[config.mk]
export PLATFORM = sky130hd
export DESIGN_NAME = an_start_resolve
export DESIGN_NICKNAME = d
export VERILOG_FILES = /design/src/rtl/an_start_resolve.sv
export SDC_FILE = /design/constraint.sdc
export NUM_CORES = 1
export LEC_CHECK = 0
export ABC_CLOCK_PERIOD_IN_PS = 1060
export BUFFER_PORTS_ARGS = -buffer_cell sky130_fd_sc_hd__clkbuf_2
export CORE_AREA = 2 2 39 41
export DETAILED_ROUTE_END_ITERATION = 8
export DIE_AREA = 0 0 41 43
export PLACE_DENSITY = 0.57
export SLEW_MARGIN = 0
export SYNTH_ARGS = -nofsm -noshare
export SYNTH_HDL_FRONTEND = slang
export SYNTH_SLANG_ARGS = --single-unit
[constraint.sdc]
create_clock -name clk -period 1.06 [get_ports clk]
set_input_delay 0.053 -clock clk [delete_from_list [all_inputs] [get_ports clk]]
set_output_delay 0.053 -clock clk [all_outputs]
set_load 0.01 [all_outputs]
[src/rtl/an_start_resolve.sv]
module an_start_resolve #(
  parameter int ABIL_W = 4
) (
  input  logic              clk,
  input  logic              rst_n,
  input  logic              soft_rst,
  input  logic              link_up,
  input  logic              restart_wr,
  input  logic              neg_en,
  input  logic [ABIL_W-1:0] loc_abil,
  input  logic [ABIL_W-1:0] lp_abil,
  input  logic              xchg_done,
  output logic              start_pulse,
  output logic              neg_busy,
  output logic              spd_100,
  output logic              full_dup,
  output logic              restart_bit,
  output logic              no_common
);

  logic              por_pend;
  logic              link_q;
  logic [ABIL_W-1:0] common;
  logic              trig, go, finish;
  logic              res_spd, res_fd;

  assign common = loc_abil & lp_abil;
  assign trig   = por_pend | soft_rst | (link_q & ~link_up) | restart_bit;
  assign go     = neg_en & trig;
  assign finish = neg_busy & xchg_done;

  always_comb begin
    res_spd = spd_100;
    res_fd  = full_dup;
    if (common[3])      begin res_spd = 1'b1; res_fd = 1'b1; end
    else if (common[2]) begin res_spd = 1'b1; res_fd = 1'b0; end
    else if (common[1]) begin res_spd = 1'b0; res_fd = 1'b1; end
    else if (common[0]) begin res_spd = 1'b0; res_fd = 1'b0; end
  end

  always_ff @(posedge clk or negedge rst_n) begin
    if (!rst_n) begin
      por_pend    <= 1'b1;
      link_q      <= 1'b0;
      start_pulse <= 1'b0;
      neg_busy    <= 1'b0;
      restart_bit <= 1'b0;
      spd_100     <= 1'b0;
      full_dup    <= 1'b0;
      no_common   <= 1'b0;
    end else begin
      por_pend    <= 1'b0;
      link_q      <= link_up;
      start_pulse <= go;
      neg_busy    <= go | (neg_busy & ~xchg_done);
      restart_bit <= restart_wr | (restart_bit & ~go);
      if (finish) begin
        spd_100   <= res_spd;
        full_dup  <= res_fd;
        no_common <= ~|common;
      end
    end
  end

  p_soft_start_r2: assert property (@(posedge clk) disable iff (!rst_n)
    (neg_en && soft_rst) |=> (start_pulse && neg_busy));

  p_restart_clear_r4: assert property (@(posedge clk) disable iff (!rst_n)
    (restart_bit && neg_en && !restart_wr) |=> !restart_bit);

  p_disabled_quiet_r5: assert property (@(posedge clk) disable iff (!rst_n)
    !neg_en |=> !start_pulse);

  p_top_prio_r8: assert property (@(posedge clk) disable iff (!rst_n)
    (neg_busy && xchg_done && loc_abil[3] && lp_abil[3]) |=> (spd_100 && full_dup));

  p_nomode_keep_r9: assert property (@(posedge clk) disable iff (!rst_n)
    (neg_busy && xchg_done && ((loc_abil & lp_abil) == '0))
      |=> (no_common && $stable({spd_100, full_dup})));

  p_hold_busy_r10: assert property (@(posedge clk) disable iff (!rst_n)
    (neg_busy && !xchg_done) |=> $stable({spd_100, full_dup}));

endmodule

==> results of run 1 <==
==> flip-flops by register name (all words and copies together) (netlist names) <==
signal,flops
full_dup,1
link_q,1
neg_busy,1
no_common,1
por_pend,1
restart_bit,1
spd_100,1
start_pulse,1
==> cell type report <==
class,instances,share of cell area (%)
well taps,16,4.03
clock buffers,4,5.29
inverters,2,1.51
flip-flops and latches,8,40.6
multi-input cells,19,22.4
repair buffers,23,26.2
==> worst max-delay path: cells and delay by family <==
family / cells / cell delay (ns)
buf+inv: 2 / 0.64
compound gates: 2 / 0.29
simple gates: 1 / 0.13
==> routing by layer <==
layer,up-vias,routed length [µm],GRT usage (%)
met3,2,113,7.85
met4,0,8,4.00
met1,146,251,10.3
li1,158,-,-
met5,-,0,0
met2,22,353,13.8
==> worst min path at each step <==
stage	start	slack, ns	cells past startpoint	endpoint
CTS	neg_en	0.04	3	start_pulse
global placement	rst_n	-0.09	1	link_q
detailed placement	rst_n	-0.09	1	no_common
global route	neg_en	0.06	3	start_pulse
finish	neg_en	0.04	3	start_pulse
floorplan	rst_n	-0.24	0	full_dup
==> metrics by stage <==
stage | hold slack [ns] | instances
2_1_floorplan | -0.243 | 29
3_3_place_gp | -0.0898 | 65
3_5_place_dp | -0.0851 | 65
4_1_cts | 0.0383 | 72
5_1_grt | 0.0571 | 72
6_report | 0.0373 | 72
==> cell usage in the layout, fill, tap and decap left out <==
cell type / n
clkbuf_2: 20
dfrtp_1: 7
nand2_1: 4
o21ai_0: 4
a22oi_1: 3
clkbuf_4: 3
dlygate4sd3_1: 3
inv_1: 2
a21o_1: 2
nand2b_1: 1
nor3_2: 1
a21oi_1: 1
o21ai_1: 1
a32oi_1: 1
clkbuf_1: 1
dfstp_2: 1
conb_1: 1
==> power breakdown <==
group	internal [W]	switching [W]	total, W
Combinational	0.0000670	0.0000692	0.000136
Sequential	0.000341	0.0000171	0.000358
Clock	0.000144	0.000108	0.000252
Total	0.000552	0.000194	0.000747
==> synth_stat cells <==
cell type  number  area [µm²]
dfrtp_1         7         175
nand2_1         4        15.0
o21ai_0         4        20.0
a22oi_1         3        22.5
a21o_1          2        15.0
inv_1           2        7.51
a21oi_1         1        5.00
a32oi_1         1        8.76
conb_1          1        3.75
dfstp_2         1        26.3
nand2b_1        1        6.26
nor3_2          1        10.0
o21ai_1         1        5.00
==> what timing repair did <==
item,4_1_cts,5_1_grt
setup buffers,0,0
hold endpoints to repair,10,0
hold buffers,3,0
==> logic make-up after synthesis <==
group	count (synthesis)	share of synthesized area, %
DFF	8	62.9
buffers and inverters	2	2.34
and+or+nand+nor	6	9.77
AOI/OAI and AO/OA	12	23.8
other	1	1.17
==> results.sh, run 1 <==
export IMPL_routed_wl_um=726
export IMPL_clock_latency_ns=0.26
export IMPL_outcome="completed"
export IMPL_grt_usage_pct=9.75
export IMPL_crit_required_ns=1.25
export IMPL_hold_class="in2reg"
export IMPL_finalHoldViolCount=0
export IMPL_clockBufferDepth=2
export IMPL_critical_path_startpoint="link_up"
export IMPL_port_buffers=20
export IMPL_maxSlewViolCount=0
export IMPL_place_congestion=0.606
export IMPL_route_detailed_drc=0
export IMPL_syn_avg_cell_area_um2=11.0
export IMPL_rows=14
export IMPL_insertedDiodeCount=0
export IMPL_antenna_found_initial=0
export IMPL_cts_tree="done"
export IMPL_grt_max_degree=9
export IMPL_worstPathArrival_ns=1.10
export IMPL_cts_buffers=3
export IMPL_max_stage_delay_ns=0.53
export IMPL_worst_r2r_path_depth=3
export IMPL_power_density_nw_per_um2=1500
export IMPL_die_h_um=43
export IMPL_area_delta_synth_final_pct=55.1
export IMPL_fin_skew_ns=0.0133
export IMPL_grt_pass1_vias=298
export IMPL_max_freq_mhz=1090
export IMPL_maxCapViolations=0
export IMPL_synth_cell_type_count=13
export IMPL_fill_cells=152
export IMPL_place_area_um2=440
export IMPL_postCtsResizedCells=0
export IMPL_synth_cells=29
export IMPL_ff_latch_area_um2=201
export IMPL_vias=328
export IMPL_fin_setup_tns_ns=0
export IMPL_syn_area_um2=320
export IMPL_p_total_w=0.000747
export IMPL_multiInputGateArea_um2=111
export IMPL_post_route_min_period_ns=0.918
export IMPL_yosysWarnings=0
export IMPL_crit_path_end_kind="register"
export IMPL_design_area_um2=497
export IMPL_drive_above_1_share_pct=44.6
export IMPL_p_leak_nw=0.258
export IMPL_clk_pin_slew_ns=0.06
export IMPL_utilization_pct=35.9
export IMPL_setup_slack_ns=0.142
export IMPL_crit_path_end="neg_busy"
export IMPL_yosysSeqAreaShare_pct=62.9
export IMPL_drtPass1Iterations=3
export IMPL_dr_first_iter_drc_count=6
export IMPL_worst_ir_drop_vdd_mv=0.822
export IMPL_wl_per_cell_um=10.1
export IMPL_crit_chain="dlygate4sd3_1 -> clkbuf_2 -> nand2b_1 -> a21oi_1 -> a21o_1"
export IMPL_reg2reg_to="neg_busy"
export IMPL_pre_cts_ws_ns=0.144
export IMPL_htreeDepth=1
export IMPL_drtAntennaViolNets=0
export IMPL_cts_sinks=8
export IMPL_clock_root_buffer="clkbuf_4"
export IMPL_cp_start_kind="primary input"
export IMPL_ys_seq_elements=8
export IMPL_rsz0062_at_grt="false"
export IMPL_reg2reg_slack_ns=0.15
export IMPL_synth_fp_nets=44
export IMPL_grt_first_pass_wirelength_um=1090
export IMPL_crit_type="in2reg"
export IMPL_slowest_stage="dlygate4sd3_1"
export IMPL_period_share_pct=86.6
export IMPL_grt_overflow=0
export IMPL_die_w_um=41
export IMPL_avgViaCountPerCell=4.56
export IMPL_ios=21
export IMPL_setup_violations=0
export IMPL_core_um2=1380
export IMPL_critical_path_max_fanout=2
export IMPL_final_nets=72
export IMPL_die_area_um2=1760
export IMPL_dp_hpwl_um=575
export IMPL_rr_startpoint="por_pend"
export IMPL_initial_utilization_pct=23.1
Power figures use the tool's default switching activity.
==> inputs of run 2 (changes only) <==
==> constraint.sdc (replaced) <==
create_clock -name clk -period 1.06 [get_ports clk]
set_input_delay 0.159 -clock clk [delete_from_list [all_inputs] [get_ports clk]]
set_output_delay 0.159 -clock clk [all_outputs]
set_load 0.01 [all_outputs]
==> results.sh, run 2 (synthesis gave the netlist of run 1 again) <==
export IMPL_rsz0062_at_grt="false"
export IMPL_postCtsResizedCells=0
export IMPL_hold_class="in2reg"
export IMPL_critical_path_max_fanout=3
export IMPL_clk_pin_slew_ns=0.05
export IMPL_worstPathArrival_ns=0.78
export IMPL_clock_root_buffer="clkbuf_4"
export IMPL_clock_latency_ns=0.26
export IMPL_max_freq_mhz=1060
export IMPL_fin_cells=70
export IMPL_holdPathEnd="link_q"
export IMPL_grt_max_degree=9
export IMPL_fill_cells=154
export IMPL_die_w_um=41
export IMPL_place_congestion=0.606
export IMPL_port_buffers=20
export IMPL_drtPass1Iterations=3
export IMPL_hp_start="link_up"
export IMPL_dpl_cell_count=65
export IMPL_crit_chain="clkbuf_2"
export IMPL_p_leak_nw=0.249
export IMPL_final_cell_mix="clkbuf_2, dfrtp_1, nand2_1, o21ai_0"
export IMPL_max_stage_delay_ns=0.40
export IMPL_fin_setup_tns_ns=0
export IMPL_cts_buffers=3
export IMPL_wl_per_cell_um=10.1
export IMPL_worst_ir_drop_vdd_mv=0.823
export IMPL_routed_wl_um=707
export IMPL_utilization_pct=34.4
export IMPL_min_path_cells=1
export IMPL_grt_usage_pct=9.34
export IMPL_grt_first_pass_wirelength_um=1040
export IMPL_area_delta_synth_final_pct=48.8
export IMPL_dp_hpwl_um=575
export IMPL_cts_tree="done"
export IMPL_route_detailed_drc=0
export IMPL_p_total_w=0.000741
export IMPL_finalHoldViolCount=0
export IMPL_crit_type="reg2out"
export IMPL_vias=320
export IMPL_ff_latch_area_um2=201
export IMPL_cts_sinks=8
export IMPL_reg2reg_slack_ns=0.15
export IMPL_multiInputGateArea_um2=111
export IMPL_path_buf_inv=1
export IMPL_final_nets=70
export IMPL_insertedDiodeCount=0
export IMPL_grt_pass1_vias=280
export IMPL_outcome="completed"
export IMPL_rows=14
export IMPL_slowest_stage="dfrtp_1"
export IMPL_antenna_found_initial=0
export IMPL_die_h_um=43
export IMPL_drtAntennaViolNets=0
export IMPL_crit_family="flip-flops"
export IMPL_ios=21
export IMPL_crit_path_end_kind="output pin"
export IMPL_setup_slack_ns=0.119
export IMPL_power_density_nw_per_um2=1550
export IMPL_worst_r2r_path_depth=3
export IMPL_avgViaCountPerCell=4.57
export IMPL_setup_violations=0
export IMPL_drive_above_1_share_pct=46.3
export IMPL_grt_overflow=0
export IMPL_rr_startpoint="por_pend"
export IMPL_cp_start_kind="register"
export IMPL_maxCapViolations=0
export IMPL_reg2reg_to="neg_busy"
export IMPL_initial_utilization_pct=23.1
export IMPL_clockBufferDepth=2
export IMPL_die_area_um2=1760
export IMPL_post_route_min_period_ns=0.941
export IMPL_maxSlewViolCount=0
export IMPL_core_um2=1380
export IMPL_layout_commonest_cell="clkbuf_2"
export IMPL_htreeDepth=1
export IMPL_crit_required_ns=0.90
export IMPL_dr_first_iter_drc_count=6
export IMPL_pre_cts_ws_ns=0.144
export IMPL_period_share_pct=88.8
export IMPL_fin_skew_ns=0.0132
## run 2: cell count changes in the layout (fill, tap and decap cells not counted), sizes merged
| cell | change |
|---|---|
| dlygate4sd3 | -2 |
## run 2: timing repair
item	in CTS	in global routing
setup endpoints to repair	0	0
hold endpoints to repair	8	0
hold buffers	1	0
buffers inserted	0	0
## run 2: final cells by class
class                   count  share of cell area, %
clock buffers               4                   5.51
inverters                   2                   1.57
multi-input cells          19                   23.4
flip-flops and latches      8                   42.3
well taps                  16                   4.20
repair buffers             21                   23.1
## run 2: metrics by stage
stage | instance area [µm²] | hold WS (ns)
floorplan | 320 | -0.137
finish | 477 | 0.0281
detailed placement | 440 | 0.0209
global placement | 440 | 0.0162
global route | 477 | 0.0193
CTS | 477 | 0.0205
## run 2: where the power goes
group / internal, W / switching (W)
sequential: 0.000341 / 0.0000171
combinational: 0.0000622 / 0.0000682
clock: 0.000144 / 0.000108
## run 2: per-layer routing
| layer | global-route usage (%) | vias up | wire length [µm] | part of all wire (%) |
|---|---|---|---|---|
| li1 | - | 154 | - | - |
| met1 | 10.3 | 142 | 252 | 36 |
| met2 | 12.5 | 22 | 331 | 47 |
| met3 | 7.85 | 2 | 115 | 16 |
| met4 | 4.00 | 0 | 8 | 1.1 |
| met5 | 0 | - | 0 | 0 |
## run 2: worst max path at each step
stage | start | end | slack, ns | cells past startpoint
2_1_floorplan | restart_bit | neg_busy | 0.20 | 3
3_3_place_gp | por_pend | neg_busy | 0.14 | 3
3_5_place_dp | por_pend | neg_busy | 0.14 | 3
4_1_cts | restart_bit | restart_bit | 0.10 | 1
5_1_grt | restart_bit | restart_bit | 0.08 | 1
6_report | restart_bit | restart_bit | 0.12 | 1
